**src/rtl/rxdma_pkg.sv**
```systemverilog
package rxdma_pkg;
  typedef enum logic [1:0] {
    ST_IDLE  = 2'd0,
    ST_DATA  = 2'd1,
    ST_DESC  = 2'd2,
    ST_DWAIT = 2'd3
  } rx_state_e;

  localparam logic [1:0] RA_CTRL = 2'd0;
  localparam logic [1:0] RA_CUR  = 2'd1;
  localparam logic [1:0] RA_END  = 2'd2;
  localparam logic [1:0] RA_ACK  = 2'd3;

  localparam int CTL_GO    = 0;
  localparam int CTL_MULTI = 1;
  localparam int CTL_ERRIE = 2;
  localparam int CTL_EXHIE = 3;
endpackage

```
**src/rtl/rxdma_fecnt.sv**
```systemverilog
module rxdma_fecnt #(
  parameter int W = 4
) (
  input  logic         clk,
  input  logic         rst_n,
  input  logic         inc,
  input  logic         dec,
  input  logic         clr,
  output logic [W-1:0] cnt,
  output logic         full
);
  logic empty;

  assign full  = (cnt == {W{1'b1}});
  assign empty = (cnt == '0);

  always_ff @(posedge clk) begin
    if (!rst_n) begin
      cnt <= '0;
    end else if (clr) begin
      cnt <= '0;
    end else if (inc && !dec && !full) begin
      cnt <= cnt + 1'b1;
    end else if (dec && !inc && !empty) begin
      cnt <= cnt - 1'b1;
    end
  end
endmodule

```
**src/rtl/rxdma_ring.sv**
```systemverilog
module rxdma_ring #(
  parameter int DESC_N = 8,
  parameter int IW     = 3
) (
  input  logic          clk,
  input  logic          rst_n,
  input  logic          cur_we,
  input  logic          end_we,
  input  logic [IW-1:0] wr_idx,
  input  logic          adv,
  output logic [IW-1:0] cur_idx,
  output logic [IW-1:0] end_idx,
  output logic          nxt_hits_end
);
  localparam logic [IW-1:0] LAST_IDX = IW'(DESC_N - 1);

  logic [IW-1:0] nxt_idx;

  assign nxt_idx      = (cur_idx == LAST_IDX) ? '0 : cur_idx + 1'b1;
  assign nxt_hits_end = (nxt_idx == end_idx);

  always_ff @(posedge clk) begin
    if (!rst_n) begin
      cur_idx <= '0;
    end else if (adv) begin
      cur_idx <= nxt_idx;
    end else if (cur_we) begin
      cur_idx <= wr_idx;
    end
  end

  always_ff @(posedge clk) begin
    if (!rst_n) begin
      end_idx <= '0;
    end else if (end_we) begin
      end_idx <= wr_idx;
    end
  end
endmodule

```
**src/rtl/rxdma_wport.sv**
```systemverilog
module rxdma_wport #(
  parameter int AW = 16,
  parameter int DW = 16
) (
  input  logic          clk,
  input  logic          rst_n,
  input  logic          load,
  input  logic          ld_kind,
  input  logic [AW-1:0] ld_addr,
  input  logic [DW-1:0] ld_data,
  input  logic          mem_ready,
  output logic          mem_valid,
  output logic          mem_kind,
  output logic [AW-1:0] mem_addr,
  output logic [DW-1:0] mem_wdata
);
  always_ff @(posedge clk) begin
    if (!rst_n) begin
      mem_valid <= 1'b0;
      mem_kind  <= 1'b0;
      mem_addr  <= '0;
      mem_wdata <= '0;
    end else if (load) begin
      mem_valid <= 1'b1;
      mem_kind  <= ld_kind;
      mem_addr  <= ld_addr;
      mem_wdata <= ld_data;
    end else if (mem_ready) begin
      mem_valid <= 1'b0;
    end
  end
endmodule

```
**src/rtl/rxdma_chain.sv**
```systemverilog
module rxdma_chain
  import rxdma_pkg::*;
#(
  parameter int          DESC_N      = 8,
  parameter int          BUF_LEN     = 4,
  parameter int          AW          = 16,
  parameter int          FC_W        = 4,
  parameter logic [15:0] BUF_BASE    = 16'h1000,
  parameter logic [15:0] DESC_BASE   = 16'h0100,
  parameter int          DESC_STRIDE = 4
) (
  input  logic          clk,
  input  logic          rst_n,
  input  logic          in_valid,
  output logic          in_ready,
  input  logic [7:0]    in_data,
  input  logic          in_last,
  output logic          mem_valid,
  input  logic          mem_ready,
  output logic          mem_kind,
  output logic [AW-1:0] mem_addr,
  output logic [15:0]   mem_wdata,
  input  logic          reg_we,
  input  logic [1:0]    reg_addr,
  input  logic [7:0]    reg_wdata,
  output logic [7:0]    reg_rdata,
  output logic          irq_frame,
  output logic          irq_err,
  output logic          irq_exh
);
  localparam int IW = (DESC_N > 1) ? $clog2(DESC_N) : 1;
  localparam int CW = $clog2(BUF_LEN + 1);
  localparam logic [CW-1:0] FULL_CNT = CW'(BUF_LEN - 1);

  rx_state_e     state;
  logic [CW-1:0] byte_cnt;
  logic          eof_q;
  logic          de_q, multi_q, err_ie_q, exh_ie_q;
  logic          err_flag_q, exh_flag_q;

  logic [IW-1:0] cur_idx, end_idx;
  logic          nxt_hits_end;
  logic [FC_W-1:0] fcnt;
  logic          fc_full;

  // Host decode
  logic ctrl_we, go, cur_we, end_we, ack;
  assign ctrl_we = reg_we && (reg_addr == RA_CTRL);
  assign go      = ctrl_we && reg_wdata[CTL_GO];
  assign cur_we  = reg_we && (reg_addr == RA_CUR) && !de_q;
  assign end_we  = reg_we && (reg_addr == RA_END);
  assign ack     = reg_we && (reg_addr == RA_ACK) && reg_wdata[0];

  // Stream side
  logic accept, close_buf, desc_launch, desc_done, frame_end, ovf, stop;
  assign in_ready    = de_q && (state == ST_DATA) && !mem_valid;
  assign accept      = in_valid && in_ready;
  assign close_buf   = accept && (in_last || (byte_cnt == FULL_CNT));
  assign desc_launch = (state == ST_DESC) && !mem_valid;
  assign desc_done   = (state == ST_DWAIT) && mem_valid && mem_ready;
  assign frame_end   = desc_done && eof_q;
  assign ovf         = frame_end && fc_full;
  assign stop        = ovf || nxt_hits_end || (eof_q && !multi_q);

  // Address and data for the write port
  logic [AW-1:0] data_addr, desc_addr, ld_addr;
  logic [15:0]   desc_word, ld_data;
  assign data_addr = AW'(BUF_BASE) + AW'(cur_idx) * AW'(BUF_LEN) + AW'(byte_cnt);
  assign desc_addr = AW'(DESC_BASE) + AW'(cur_idx) * AW'(DESC_STRIDE);
  assign desc_word = {eof_q, {(15 - CW){1'b0}}, byte_cnt};
  assign ld_addr   = desc_launch ? desc_addr : data_addr;
  assign ld_data   = desc_launch ? desc_word : {8'h00, in_data};

  rxdma_wport #(.AW(AW), .DW(16)) u_wport (
    .clk       (clk),
    .rst_n     (rst_n),
    .load      (accept || desc_launch),
    .ld_kind   (desc_launch),
    .ld_addr   (ld_addr),
    .ld_data   (ld_data),
    .mem_ready (mem_ready),
    .mem_valid (mem_valid),
    .mem_kind  (mem_kind),
    .mem_addr  (mem_addr),
    .mem_wdata (mem_wdata)
  );

  rxdma_ring #(.DESC_N(DESC_N), .IW(IW)) u_ring (
    .clk          (clk),
    .rst_n        (rst_n),
    .cur_we       (cur_we),
    .end_we       (end_we),
    .wr_idx       (reg_wdata[IW-1:0]),
    .adv          (desc_done),
    .cur_idx      (cur_idx),
    .end_idx      (end_idx),
    .nxt_hits_end (nxt_hits_end)
  );

  rxdma_fecnt #(.W(FC_W)) u_fecnt (
    .clk   (clk),
    .rst_n (rst_n),
    .inc   (frame_end && !fc_full),
    .dec   (ack),
    .clr   (ovf),
    .cnt   (fcnt),
    .full  (fc_full)
  );

  // Sequencer
  always_ff @(posedge clk) begin
    if (!rst_n) begin
      state    <= ST_IDLE;
      byte_cnt <= '0;
      eof_q    <= 1'b0;
    end else begin
      unique case (state)
        ST_IDLE: begin
          byte_cnt <= '0;
          if (de_q) state <= ST_DATA;
        end
        ST_DATA: begin
          if (accept) begin
            byte_cnt <= byte_cnt + 1'b1;
            if (close_buf) begin
              eof_q <= in_last;
              state <= ST_DESC;
            end
          end
        end
        ST_DESC: begin
          if (desc_launch) state <= ST_DWAIT;
        end
        ST_DWAIT: begin
          if (desc_done) begin
            byte_cnt <= '0;
            state    <= stop ? ST_IDLE : ST_DATA;
          end
        end
        default: state <= ST_IDLE;
      endcase
    end
  end

  // Control and flags
  always_ff @(posedge clk) begin
    if (!rst_n) begin
      de_q       <= 1'b0;
      multi_q    <= 1'b0;
      err_ie_q   <= 1'b0;
      exh_ie_q   <= 1'b0;
      err_flag_q <= 1'b0;
      exh_flag_q <= 1'b0;
    end else begin
      if (ctrl_we) begin
        multi_q  <= reg_wdata[CTL_MULTI];
        err_ie_q <= reg_wdata[CTL_ERRIE];
        exh_ie_q <= reg_wdata[CTL_EXHIE];
      end
      if (go) begin
        de_q       <= 1'b1;
        err_flag_q <= 1'b0;
        exh_flag_q <= 1'b0;
      end else if (desc_done) begin
        if (stop)         de_q       <= 1'b0;
        if (ovf)          err_flag_q <= 1'b1;
        if (nxt_hits_end) exh_flag_q <= 1'b1;
      end
    end
  end

  // Host read
  always_comb begin
    unique case (reg_addr)
      RA_CTRL: reg_rdata = {fcnt, exh_flag_q, err_flag_q, de_q, multi_q};
      RA_CUR:  reg_rdata = 8'(cur_idx);
      RA_END:  reg_rdata = 8'(end_idx);
      default: reg_rdata = 8'h00;
    endcase
  end

  assign irq_frame = (fcnt != '0);
  assign irq_err   = err_flag_q && err_ie_q;
  assign irq_exh   = exh_flag_q && exh_ie_q;
endmodule

```
**config.mk**
```make
export PLATFORM = sky130hd
export DESIGN_NAME = rxdma_chain
export DESIGN_NICKNAME = d
export VERILOG_FILES = /design/src/rtl/rxdma_pkg.sv /design/src/rtl/rxdma_fecnt.sv /design/src/rtl/rxdma_ring.sv /design/src/rtl/rxdma_wport.sv /design/src/rtl/rxdma_chain.sv
export SDC_FILE = /design/constraint.sdc
export NUM_CORES = 1
export LEC_CHECK = 0
export ABC_AREA = 1
export ABC_CLOCK_PERIOD_IN_PS = 2970
export BUFFER_PORTS_ARGS = -buffer_cell sky130_fd_sc_hd__buf_2
export CORE_UTILIZATION = 45
export CTS_CLUSTER_SIZE = 30
export DETAILED_ROUTE_END_ITERATION = 8
export PLACE_DENSITY = 0.67
export REMOVE_ABC_BUFFERS = 1
export SLEW_MARGIN = 20
export SYNTH_ARGS = -nofsm -noshare
export SYNTH_HDL_FRONTEND = slang
export SYNTH_HIERARCHICAL = 1
export SYNTH_SLANG_ARGS = --single-unit
```
**constraint.sdc**
```tcl
create_clock -name clk -period 2.97 [get_ports clk]
set_clock_uncertainty 0.2 [all_clocks]
set_input_delay 0.4455 -clock clk [delete_from_list [all_inputs] [get_ports clk]]
set_output_delay 0.4455 -clock clk [all_outputs]
set_load 0.01 [all_outputs]
```
# After elaboration in Yosys (flattened, before gate mapping)

Index checks and enable logic that the tools add are counted.

Output and inout bits: 46
Logic and storage cells: 115
Input bits: 24
Register bits: 56

Mux-type cells: 23
Eq/ne operators: 15
Reduce and logical (&&, ||, !) cells: 53
Add/subtract/negate cells: 7
Bitwise gates (word level): 1

Operator list:

| cell                                                            | count |
|---|---|
| 1-bit logical AND                                               | 24 |
| 8-bit case mux with 3 select lines                              | 1 |
| 16-bit two-way mux                                              | 1 |
| 14-bit by 3-bit adder with 15-bit output                        | 1 |
| 15-bit two-way mux                                              | 1 |
| 3-bit two-way mux                                               | 5 |
| 13-bit by 5-bit adder with 14-bit output, first input constant  | 1 |
| 9-bit by 5-bit adder with 10-bit output, first input constant   | 1 |
| 2-bit two-way mux                                               | 5 |
| 2-bit != test, second input constant                            | 5 |
| 2-bit nonzero test                                              | 5 |
| 3-bit case mux with 3 select lines                              | 1 |
| 2-bit == test, second input constant                            | 4 |
| 4-bit two-way mux                                               | 2 |
| 2-bit case mux with 4 select lines                              | 1 |
| 1-bit logical NOT                                               | 7 |
| 3-bit by 1-bit adder with 3-bit output, second input constant   | 2 |
| 1-bit two-way mux                                               | 6 |
| 2-bit AND reduction                                             | 3 |
| 3-bit AND reduction                                             | 2 |
| 5-bit AND reduction                                             | 1 |
| 4-bit by 1-bit adder with 4-bit output, second input constant   | 1 |
| 2-bit by 1-bit == test with 1-bit output, second input constant | 2 |
| 4-bit == test, second input constant                            | 1 |
| 11 further kinds                                                | 16 |

# Logic depth before layout (Yosys ltp)

Gate-level depths: netlist of the first run.

Depth in word-level cells: 10
Depth in mapped cells: 15

# Hierarchy

The synthesis of the first run kept the hierarchy.

By module, submodules not included:

| module      | instances | cells an instance | area each (um^2) |
|---|---|---|---|
| rxdma_wport | 1         | 147               | 1181.1 |
| rxdma_chain | 1         | 165               | 1026.0 |
| rxdma_fecnt | 1         | 49                | 354.1 |
| rxdma_ring  | 1         | 53                | 336.6 |

# Worst setup path before layout of the first run

Ideal clock, no wire load.

Path type: register to register
Start point: register state[0]
End point: register u_fecnt.cnt[3]
Library setup time: 0.113 ns
Arrival time: 2.149 ns
Buffers on the path: 0
Required time: 2.657 ns
Setup slack: 0.509 ns
Cell stages (with the launch flop): 15
Period minus slack after synthesis: 2.461 ns
Path through: dfxtp_1 > ha_1 > inv_1 > nor4_1 > inv_1 > nor2_2 > o21ai_4 > ha_1 > or2_1 > nand2_1 > nand2_1 > nand3_2 > nand2_1 > nand2_1 > nor2_1

Longest elaborated chain between the ends: 9
Elaborated cells between the ends (all ways): 14
Those cells by class: eq/ne (1); mux (1); reduce/logical (12)

Ends and longest elaborated chain:

| element                             | RTL line           | text |
|---|---|---|
| start, declared                     | rxdma_chain.sv:35  | `rx_state_e state;` |
| start signal, assigned              | rxdma_chain.sv:137 | `state <= stop ? ST_IDLE : ST_DATA;` |
| 2-bit == test (*)                   | rxdma_chain.sv:60  | `assign desc_done = (state == ST_DWAIT) && mem_valid && mem_ready;` |
| 1-bit logical AND (*) (2 in a row)  | rxdma_chain.sv:60  |  |
| 1-bit logical AND (*)               | rxdma_chain.sv:61  | `assign frame_end = desc_done && eof_q;` |
| 1-bit logical AND                   | rxdma_chain.sv:103 | `.inc (frame_end && !fc_full),` |
| 1-bit logical NOT                   | rxdma_fecnt.sv:24  | `end else if (dec && !inc && !empty) begin` |
| 1-bit logical AND (2 in a row)      | rxdma_fecnt.sv:24  |  |
| 2-bit nonzero test (no source line) | --                 |  |
| end signal, assigned                | rxdma_fecnt.sv:23  | `cnt <= cnt + 1'b1;` |
| end signal, assigned                | rxdma_fecnt.sv:25  | `cnt <= cnt - 1'b1;` |
| end, declared                       | rxdma_fecnt.sv:9   | `output logic [W-1:0] cnt,` |

Every way passes the cells marked *; elsewhere a longest branch is shown, timed or not.
A chain may end at the register's enable or synchronous reset.

# Worst setup path in the final report of the first run

Same ends and word-level chain as after synthesis.

==> results of run 1 <==
[registers in the layout, indices dropped and copies added, names as in the netlist]
| signal | count |
|---|---|
| eof_q | 1 |
| de_q | 1 |
| err_ie_q | 1 |
| u_wport/mem_addr | 16 |
| u_fecnt/cnt | 4 |
| u_wport/mem_kind | 1 |
| err_flag_q | 1 |
| u_ring/end_idx | 3 |
| state | 2 |
| exh_ie_q | 1 |
| byte_cnt | 3 |
| u_ring/cur_idx | 3 |
| u_wport/mem_valid | 1 |
| multi_q | 1 |
| exh_flag_q | 1 |
| u_wport/mem_wdata | 16 |
[metal layers]
layer / vias to the layer above / GRT usage (%) / share of wire [%]
met3: 10 / 4.62 / 4.8
met4: 0 / 6.14 / 1.6
met2: 68 / 36.0 / 46
met1: 1179 / 25.4 / 47
met5: - / 0 / 0
li1: 1439 / - / -
[worst max-delay path, cell delays in order, from the launching register on]
cell and delay, ns:
dfxtp_1 0.41, ha_1 0.19, inv_1 0.12, nor4_2 0.31
inv_1 0.09, nor2_2 0.13, o21ai_4 0.11, ha_1 0.34
or2_1 0.23, nand2_1 0.06, nand2_1 0.06, nand3_2 0.08
nand2_1 0.05, nand2_1 0.05, nor2_1 0.03
[layout by cell type, fill, tap and decap left out, types with 2 or more instances in the layout]
cell type	count
buf_4	3
clkinv_4	2
xnor2_1	2
ha_1	14
dfxtp_1	56
nand2_2	2
nand3_1	12
buf_2	65
nor2_2	4
o21ai_1	3
o21ai_0	44
nor2_1	107
inv_1	48
nor2_4	4
o211ai_1	2
clkbuf_8	5
a21oi_1	21
nor3_1	8
inv_2	3
conb_1	15
nand2_1	59
[power by group through the flow]
| stage | clock [mW] | combinational, mW | sequential, mW |
|---|---|---|---|
| floorplan | 0 | 0.589 | 1.12 |
| global placement | 0 | 0.982 | 1.06 |
| detailed placement | 0 | 1.00 | 1.06 |
| CTS | 0.453 | 1.01 | 1.05 |
| global route | 0.485 | 1.14 | 1.07 |
| finish | 0.436 | 0.996 | 1.05 |
[area by class of cell]
class | instances | area (um^2) | share of cell area [%]
Timing Repair Buffer | 68 | 348 | 10.2
Sequential cell | 56 | 1120 | 32.8
Tap cell | 75 | 93.8 | 2.75
Clock inverter | 3 | 26.3 | 0.769
Inverter | 52 | 209 | 6.12
Clock buffer | 5 | 68.8 | 2.01
Multi-Input combinational cell | 309 | 1550 | 45.3
[how the worst min path moves through the flow]
| stage | slack, ns | endpoint | cells past startpoint | from |
|---|---|---|---|---|
| final | 0.17 | exh_ie_q | 3 | reg_wdata[3] |
| after global routing | 0.19 | exh_ie_q | 3 | reg_wdata[3] |
| after CTS | 0.17 | exh_ie_q | 3 | reg_wdata[3] |
| after detailed placement | 0.28 | u_wport/mem_wdata[14] | 2 | u_wport/mem_wdata[14] |
| after global placement | 0.27 | u_wport/mem_wdata[3] | 2 | u_wport/mem_wdata[3] |
| after floorplan | 0.25 | err_flag_q | 2 | err_flag_q |
[cell families after synthesis]
kind of cell | count (synthesis)
simple gates | 203
compound gates | 73
buf+inv | 63
flops | 56
fa+ha+maj | 15
xor+xnor | 3
other cells | 1
[through the flow]
step	cell area (um^2)	setup WS [ns]
final	3420	0.399
after global routing	3420	0.0996
after CTS	3410	0.271
after detailed placement	3310	0.303
after global placement	3310	0.360
after floorplan	2870	0.509
[repair_timing]
item                                    CTS  global route
hold buffers                              0             0
gates resized for setup                   0             1
endpoints found under the setup margin    0             1
==> results_dict.tcl, run 1 <==
set metrics [dict create \
    r2r_slack_ns 0.40 \
    io_buffers 65 \
    fmax_ghz 0.389 \
    final-setup-viol-count 0 \
    status "complete, no violations" \
    nFillCells 595 \
    path_clk_slew_ns 0.10 \
    dp_hpwl_um 4690 \
    end_kind "flip-flop" \
    grt_pass1_wl_um 10800 \
    p_comb_share_pct 40.2 \
    synth_warnings 6 \
    synth_mux_area_share_pct 0 \
    critPathKind "reg -> reg" \
    first_pass_iters 4 \
    cts-htree-levels 2 \
    num_rows 28 \
    reg2reg_to "u_fecnt/cnt[3]" \
    grt_pass1_vias 2465 \
    grt_util_all_layers_pct 20.7 \
    fin_total_pwr_mw 2.48 \
    synthTopCellsByCount "nor2_1 (107), nand2_1 (59), dfxtp_1 (56)" \
    synth_seq_cells 56 \
    intPower_mw 1.47 \
    slew_viol_final 0 \
    cts_root_buf "clkbuf_8" \
    die_h_um 82.2 \
    antenna_found_initial 0 \
    power_per_cell_area_nw_per_um2 726 \
    syn_area_um2 2900 \
    setup.worst_path.end "u_fecnt/cnt[3]" \
    final_hold_viol_count 0 \
    seqPwrFrac_pct 42.2 \
    cts_setup_buffers 0 \
    wirelength_um 6450 \
    finalNonFillerCells 568 \
    ant_nets 0 \
    drive_gt1_share_pct 19.7 \
    synthAdderAreaFrac_pct 6.74 \
    grt_max_degree 35 \
    synth_top_family_by_area "simple AND/OR/NAND/NOR gates" \
    period_needed_ns 2.57 \
    async_flop_share_pct 0 \
    yosysSeqAreaShare_pct 38.7 \
    worst_pin_slew_ns 0.612 \
    synthTopCellsByArea "dfxtp_1 (39%), nor2_1 (14%), nand2_1 (7.6%)" \
    startpoint_type "flip-flop" \
    maxCapViolCount 0 \
    gp_congestion 0.816 \
    reg2regPathDepth 14 \
    insertion_delay_ns 0.31 \
    arrival_ns 2.59 \
    synth_edf_count 0 \
    final_util_pct 56.4 \
    clock-sinks 56 \
    final.period_utilization_pct 86.6 \
    critPathMaxFanout 6 \
    drc 0 \
    diodes 0 \
    yosysMostFrequentCell "nor2_1" \
    r2r_start "state[0]" \
    worstPathRequired_ns 2.99 \
    routedWlPerCell_um 11.4 \
    worstSetupStartpoint "state[0]" \
    numCtsBuffers 5 \
    p_leak_nw 1.77 \
    final_net_count 531 \
    p_sw_share_pct 40.7 \
    synth_top_area_share_pct 38.7 \
    area_growth_pct 17.9 \
    hold_ws_ns 0.168 \
    grt-ovfl-total 0 \
    start_util_pct 47.8 \
    core_um2 6060 \
    yosysUniqueCellTypes 35 \
    dp_cells 560 \
    die_x_um 82.2 \
    postSynthCellCount 414 \
    synth_compound_area_share_pct 13.6 \
    rsz0062_at_grt "no" \
    synth_area_leader_cell "dfxtp_1" \
    hold_class "in -> reg" \
    via_per_inst 4.75 \
    die_area_um2 6760 \
    synth_flop_cell "dfxtp_1" \
    drt_iter0_markers 90 \
    fin_setup_tns_ns 0 \
    power.net_switching_mw 1.01 \
    p_clk_share_pct 17.6 \
    ir_worst_vdd_uv 407 \
    cts_tree "yes" \
    relSlewSlack_pct 59.1 \
    yosys.area_share.simple_pct 30.1 \
    vias 2696 \
    syn_avg_cell_area_um2 7.00 \
    clockBufferDepth 2 \
    synth_xor_area_share_pct 0.907 \
    ios 70 \
]
Note: power is estimated with default switching activity, not from simulation.
==> run 2, diff against run 1 <==
--- a/config.mk
+++ b/config.mk
@@ -5,9 +5,9 @@
 export SDC_FILE = /design/constraint.sdc
 export NUM_CORES = 1
 export LEC_CHECK = 0
-export ABC_AREA = 1
 export ABC_CLOCK_PERIOD_IN_PS = 2970
 export BUFFER_PORTS_ARGS = -buffer_cell sky130_fd_sc_hd__buf_2
+export CORE_MARGIN = 5
 export CORE_UTILIZATION = 45
 export CTS_CLUSTER_SIZE = 30
 export DETAILED_ROUTE_END_ITERATION = 8
==> results_dict.tcl, run 2 <==
set metrics [dict create \
    status "complete, no violations" \
    area_growth_pct 19.5 \
    synth_seq_cells 56 \
    slew_viol_final 0 \
    path_clk_slew_ns 0.10 \
    cts_tree "yes" \
    synth_area_leader_cell "dfxtp_1" \
    hold_depth 3 \
    syn_avg_cell_area_um2 9.70 \
    wirelength_um 6050 \
    synthTopCellsByArea "dfxtp_1 (38%), mux2i_1 (14%), nor2b_1 (8.1%)" \
    use_met1_pct 18.4 \
    end_kind "flip-flop" \
    relSlewSlack_pct 60.6 \
    vias 2317 \
    gp_congestion 0.815 \
    startpoint_type "flip-flop" \
    grt-ovfl-total 0 \
    final_net_count 430 \
    cts_root_buf "clkbuf_8" \
    grt_util_all_layers_pct 14.5 \
    async_flop_share_pct 0 \
    drt_iter0_markers 65 \
    die_area_um2 8270 \
    numCtsBuffers 5 \
    whs_endpoint "exh_ie_q" \
    syn_area_um2 2950 \
    intPower_mw 1.12 \
    critPathMaxFanout 5 \
    synthTopCellsByCount "dfxtp_1 (56), mux2i_1 (40), nor2b_1 (38)" \
    final_common_cell "buf_2" \
    final.period_utilization_pct 93.7 \
    fin_setup_tns_ns 0 \
    cts_setup_buffers 0 \
    p_sw_share_pct 29.7 \
    die_x_um 91.0 \
    final_hold_viol_count 0 \
    insertion_delay_ns 0.32 \
    nFillCells 590 \
    synth_warnings 6 \
    synth_flop_cell "dfxtp_1" \
    p_clk_share_pct 26.7 \
    postSynthCellCount 304 \
    core_um2 6350 \
    ios 70 \
    hold_start "reg_wdata[3]" \
    drc 0 \
    r2r_slack_ns 0.19 \
    grt.busiest_layer "met2" \
    grt_pass1_vias 2162 \
    maxCapViolCount 0 \
    reg2reg_to "u_fecnt/cnt[3]" \
    drive_gt1_share_pct 24.5 \
    clock-sinks 56 \
    power_per_cell_area_nw_per_um2 451 \
    antenna_found_initial 0 \
    period_needed_ns 2.78 \
    power.net_switching_mw 0.473 \
    p_leak_nw 1.57 \
    io_buffers 65 \
    cts-htree-levels 2 \
    final_cell_mix "buf_2 (65), dfxtp_1 (56), mux2i_1 (40)" \
    largestRegisters "u_wport/mem_addr: 16 flops, u_wport/mem_wdata: 16 flops, u_fecnt/cnt: 4 flops" \
    die_h_um 91.0 \
    fmax_ghz 0.359 \
    r2r_start "state[1]" \
    worstPathRequired_ns 2.97 \
    hold_ws_ns 0.185 \
    seqPwrFrac_pct 51.7 \
    via_per_inst 4.94 \
    yosysMostFrequentCell "dfxtp_1" \
    yosysSeqAreaShare_pct 38.0 \
    clockBufferDepth 2 \
    hold_buffers 0 \
    grt_pass1_wl_um 10100 \
    rsz0062_at_grt "no" \
    routedWlPerCell_um 12.9 \
    arrival_ns 2.79 \
    diodes 0 \
    p_comb_share_pct 21.5 \
    first_pass_iters 4 \
    start_util_pct 46.4 \
    synth_top_area_share_pct 38.0 \
    synth_edf_count 0 \
    ir_worst_vdd_uv 265 \
    yosysUniqueCellTypes 47 \
    hold_class "in -> reg" \
    worst_pin_slew_ns 0.590 \
    met2_usage_pct 23.6 \
    final-setup-viol-count 0 \
    num_rows 29 \
    critPathKind "reg -> reg" \
    use_met3_pct 5.45 \
    grt_max_degree 44 \
    reg2regPathDepth 10 \
    dp_hpwl_um 4480 \
    ant_nets 0 \
]
## run 2: changes by cell type in the layout (fill, tap and decap cells not counted), moves of 8 or more
cell      delta
o21ai_0     -37
inv_1       -40
and2_1      +15
nor2b_1     +38
nand2_1     -34
nor2_1      -97
nand2b_1     +8
mux2i_1     +40
## run 2: power groups by stage
stage,registers (mW),clock network (mW),logic [mW]
after floorplan,0.850,0,0.222
after global placement,0.838,0,0.339
after detailed placement,0.840,0,0.345
after CTS,0.823,0.444,0.346
after global routing,0.829,0.481,0.382
final,0.822,0.425,0.342
## run 2: metal layers
metal / routed length, um / vias up / part of all wire, %
met5: 0 / - / 0
met4: 30 / 0 / 0.50
met3: 420 / 2 / 6.9
met2: 2750 / 45 / 46
met1: 2840 / 1060 / 47
li1: - / 1210 / -
## run 2: critical path, stage by stage, from the launching register on
cell	delay (ns)
dfxtp_1	0.41
ha_2	0.25
nand3_1	0.14
nor3_2	0.16
inv_1	0.07
or2_2	0.33
ha_1	0.30
a21o_1	0.21
a2111oi_4	0.36
o21ai_1	0.10
nor3b_2	0.15
## run 2: logic make-up after synthesis
| family | count (synthesis) | synth area share (%) |
|---|---|---|
| AOI/OAI and AO/OA | 39 | 10.2 |
| xor gates and xnor gates | 5 | 1.49 |
| adders and majority gates | 15 | 6.62 |
| buffers and inverters | 19 | 4.33 |
| DFF | 56 | 38.0 |
| muxes | 44 | 15.5 |
| other | 1 | 0.127 |
| and+or+nand+nor | 125 | 23.8 |
## run 2: how the worst max path moves through the flow
stage	start	to	slack (ns)	cells past startpoint
floorplan	u_fecnt/cnt[0]	u_fecnt/cnt[3]	0.05	9
global placement	reg_we	u_fecnt/cnt[3]	0.13	9
detailed placement	state[1]	u_fecnt/cnt[3]	0.08	10
CTS	state[1]	u_fecnt/cnt[3]	0.08	10
global route	state[1]	u_fecnt/cnt[3]	0.04	10
finish	state[1]	u_fecnt/cnt[3]	0.19	10
## run 2: timing repair
| action | 4_1_cts | 5_1_grt |
|---|---|---|
| gates resized for setup | 0 | 2 |
| hold endpoints to repair | 0 | 0 |
| setup endpoints to repair | 0 | 1 |
## run 2: final cells by class
type	instances	area [um^2]	area share, %
multi-input cells	243	1760	50.0
flip-flops and latches	56	1120	31.8
repair buffers	76	420	11.9
well taps	77	96.3	2.73
clock buffers	5	68.8	1.95
inverters	9	33.8	0.958
clock inverters	3	21.3	0.603
## run 2: per-stage QoR
stage	utilization, %	setup slack [ns]	instances	total power [mW]	instance area [um^2]
global placement	54.0	0.130	461	1.18	3430
finish	55.5	0.186	469	1.59	3520
CTS	55.4	0.0779	469	1.61	3520
floorplan	-	0.0518	308	1.07	2910
detailed placement	54.0	0.0763	461	1.19	3430
global route	55.5	0.0368	469	1.69	3520
==> run 3, diff against run 2 <==
==> constraint.sdc (replaced) <==
create_clock -name clk -period 2.97 [get_ports clk]
set_clock_uncertainty 0.2 [all_clocks]
set_input_delay 0.594 -clock clk [delete_from_list [all_inputs] [get_ports clk]]
set_output_delay 0.594 -clock clk [all_outputs]
set_load 0.01 [all_outputs]
==> results_dict.tcl, run 3 (same netlist as run 2, synthesis figures left out) <==
set metrics [dict create \
    clockBufferDepth 2 \
    drt_iter0_markers 65 \
    critPathBufInv 1 \
    final_common_cell "buf_2" \
    routedWlPerCell_um 13.5 \
    grt_pass1_wl_um 10500 \
    gp_congestion 0.802 \
    pre_cts_slack_ns 0.0247 \
    grt_pass1_vias 2241 \
    diodes 0 \
    num_rows 29 \
    area_growth_pct 20.9 \
    dp_hpwl_um 4740 \
    nFillCells 600 \
    hold_buffers 0 \
    path_clk_slew_ns 0.10 \
    rsz0062_at_grt "no" \
    ir_worst_vdd_uv 251 \
    vias 2359 \
    final_util_pct 56.2 \
    final_cell_mix "buf_2 (65), dfxtp_1 (54), mux2i_1 (40)" \
    max_stage_delay_ns 0.38 \
    fin_area_um2 3570 \
    worst_pin_slew_ns 0.687 \
    p_leak_nw 1.59 \
    path_cells "ha_2, nand3_1, nor3_2, inv_1, or2_2, ha_1, a21o_1, a2111oi_4, o21ai_1, nor3b_2" \
    grt-ovfl-total 0 \
    finalNonFillerCells 473 \
    die_area_um2 8270 \
    final-setup-viol-count 0 \
    ios 70 \
    final_net_count 434 \
    wirelength_um 6380 \
    arrival_ns 2.74 \
    relSlewSlack_pct 54.2 \
    cts_root_buf "clkbuf_8" \
    cts_setup_buffers 0 \
    slew_viol_final 0 \
    ant_nets 0 \
    antenna_found_initial 1 \
    fin_setup_tns_ns 0 \
    core_um2 6350 \
    cts_tree "yes" \
    grt_util_all_layers_pct 15.1 \
    maxCapViolCount 0 \
    io_buffers 65 \
    insertion_delay_ns 0.31 \
    startpoint_type "flip-flop" \
    period_needed_ns 2.74 \
    worstPathRequired_ns 2.97 \
    first_pass_iters 4 \
    cts-htree-levels 2 \
    power_per_cell_area_nw_per_um2 471 \
    via_per_inst 4.99 \
    hold_class "reg -> reg" \
    numCtsBuffers 5 \
    fmax_ghz 0.365 \
    status "complete, no violations" \
    die_x_um 91.0 \
    drc 0 \
    dp_cells 465 \
    start_util_pct 46.4 \
    clock-sinks 56 \
    largestRegisters "u_wport/mem_addr: 16 flops, u_wport/mem_wdata: 16 flops, u_fecnt/cnt: 4 flops" \
    critPathSlowestCell "dfxtp_2" \
    fin_ws_ns 0.228 \
    die_h_um 91.0 \
    grt_max_degree 44 \
    critPathKind "reg -> reg" \
    final_hold_viol_count 0 \
    drive_gt1_share_pct 25.5 \
    final.period_utilization_pct 92.3 \
    end_kind "flip-flop" \
    critPathMaxFanout 5 \
    place_area_um2 3440 \
    critical_path.top_delay_family "simple AND/OR/NAND/NOR gates" \
]
## run 3: cell count changes in the layout (fill, tap and decap cells not counted), sizes merged
cell      delta
clkbuf       +1
buf          +4
clkinvlp     -1
bufinv       +1
clkinv       -1
## run 3: metal layers
metal / vias to the layer above / track usage [%] / wire, um / part of all wire, %
met4: 2 / 3.55 / 68 / 1.1
met1: 1073 / 19.4 / 2920 / 46
met2: 59 / 24.7 / 2950 / 46
met3: 8 / 4.79 / 429 / 6.7
met5: - / 0 / 11 / 0.17
li1: 1217 / - / - / -
## run 3: layout make-up
cell class	count	area, um^2	area share [%]
flip-flops and latches	56	1120	31.5
repair buffers	80	438	12.3
well taps	77	96.3	2.70
clock inverters	2	38.8	1.09
multi-input cells	243	1760	49.4
clock buffers	6	72.6	2.04
inverters	9	33.8	0.947
## run 3: per-stage QoR
stage / hold slack, ns / total power, mW
after floorplan: 0.232 / 1.07
after global placement: 0.239 / 1.17
after detailed placement: 0.245 / 1.18
after CTS: 0.260 / 1.69
after global routing: 0.279 / 1.78
final: 0.259 / 1.68
## run 3: where the power goes
part	switching [mW]	internal, mW
clock	0.255	0.255
combinational	0.187	0.155
sequential	0.0328	0.795
total	0.475	1.20
## run 3: tightest hold or removal path, cell delays in order (launching register included)
cell	delay [ns]
dfxtp_1	0.32
nand2_1	0.05
a21oi_1	0.05
## run 3: final timing paths
kind / startpoint / end / slack (ns) / depth (start not counted)
max reg2reg: state[1] / u_fecnt/cnt[3] / 0.23 / 10
min reg2reg: err_ie_q / err_ie_q / 0.26 / 2
min: err_ie_q / err_ie_q / 0.26 / 2
max: state[1] / u_fecnt/cnt[3] / 0.23 / 10
## run 3: repair_timing
action | in CTS | in global routing
hold endpoints to repair | 0 | 0
endpoints found under the setup margin | 0 | 1
gates resized for setup | 0 | 4
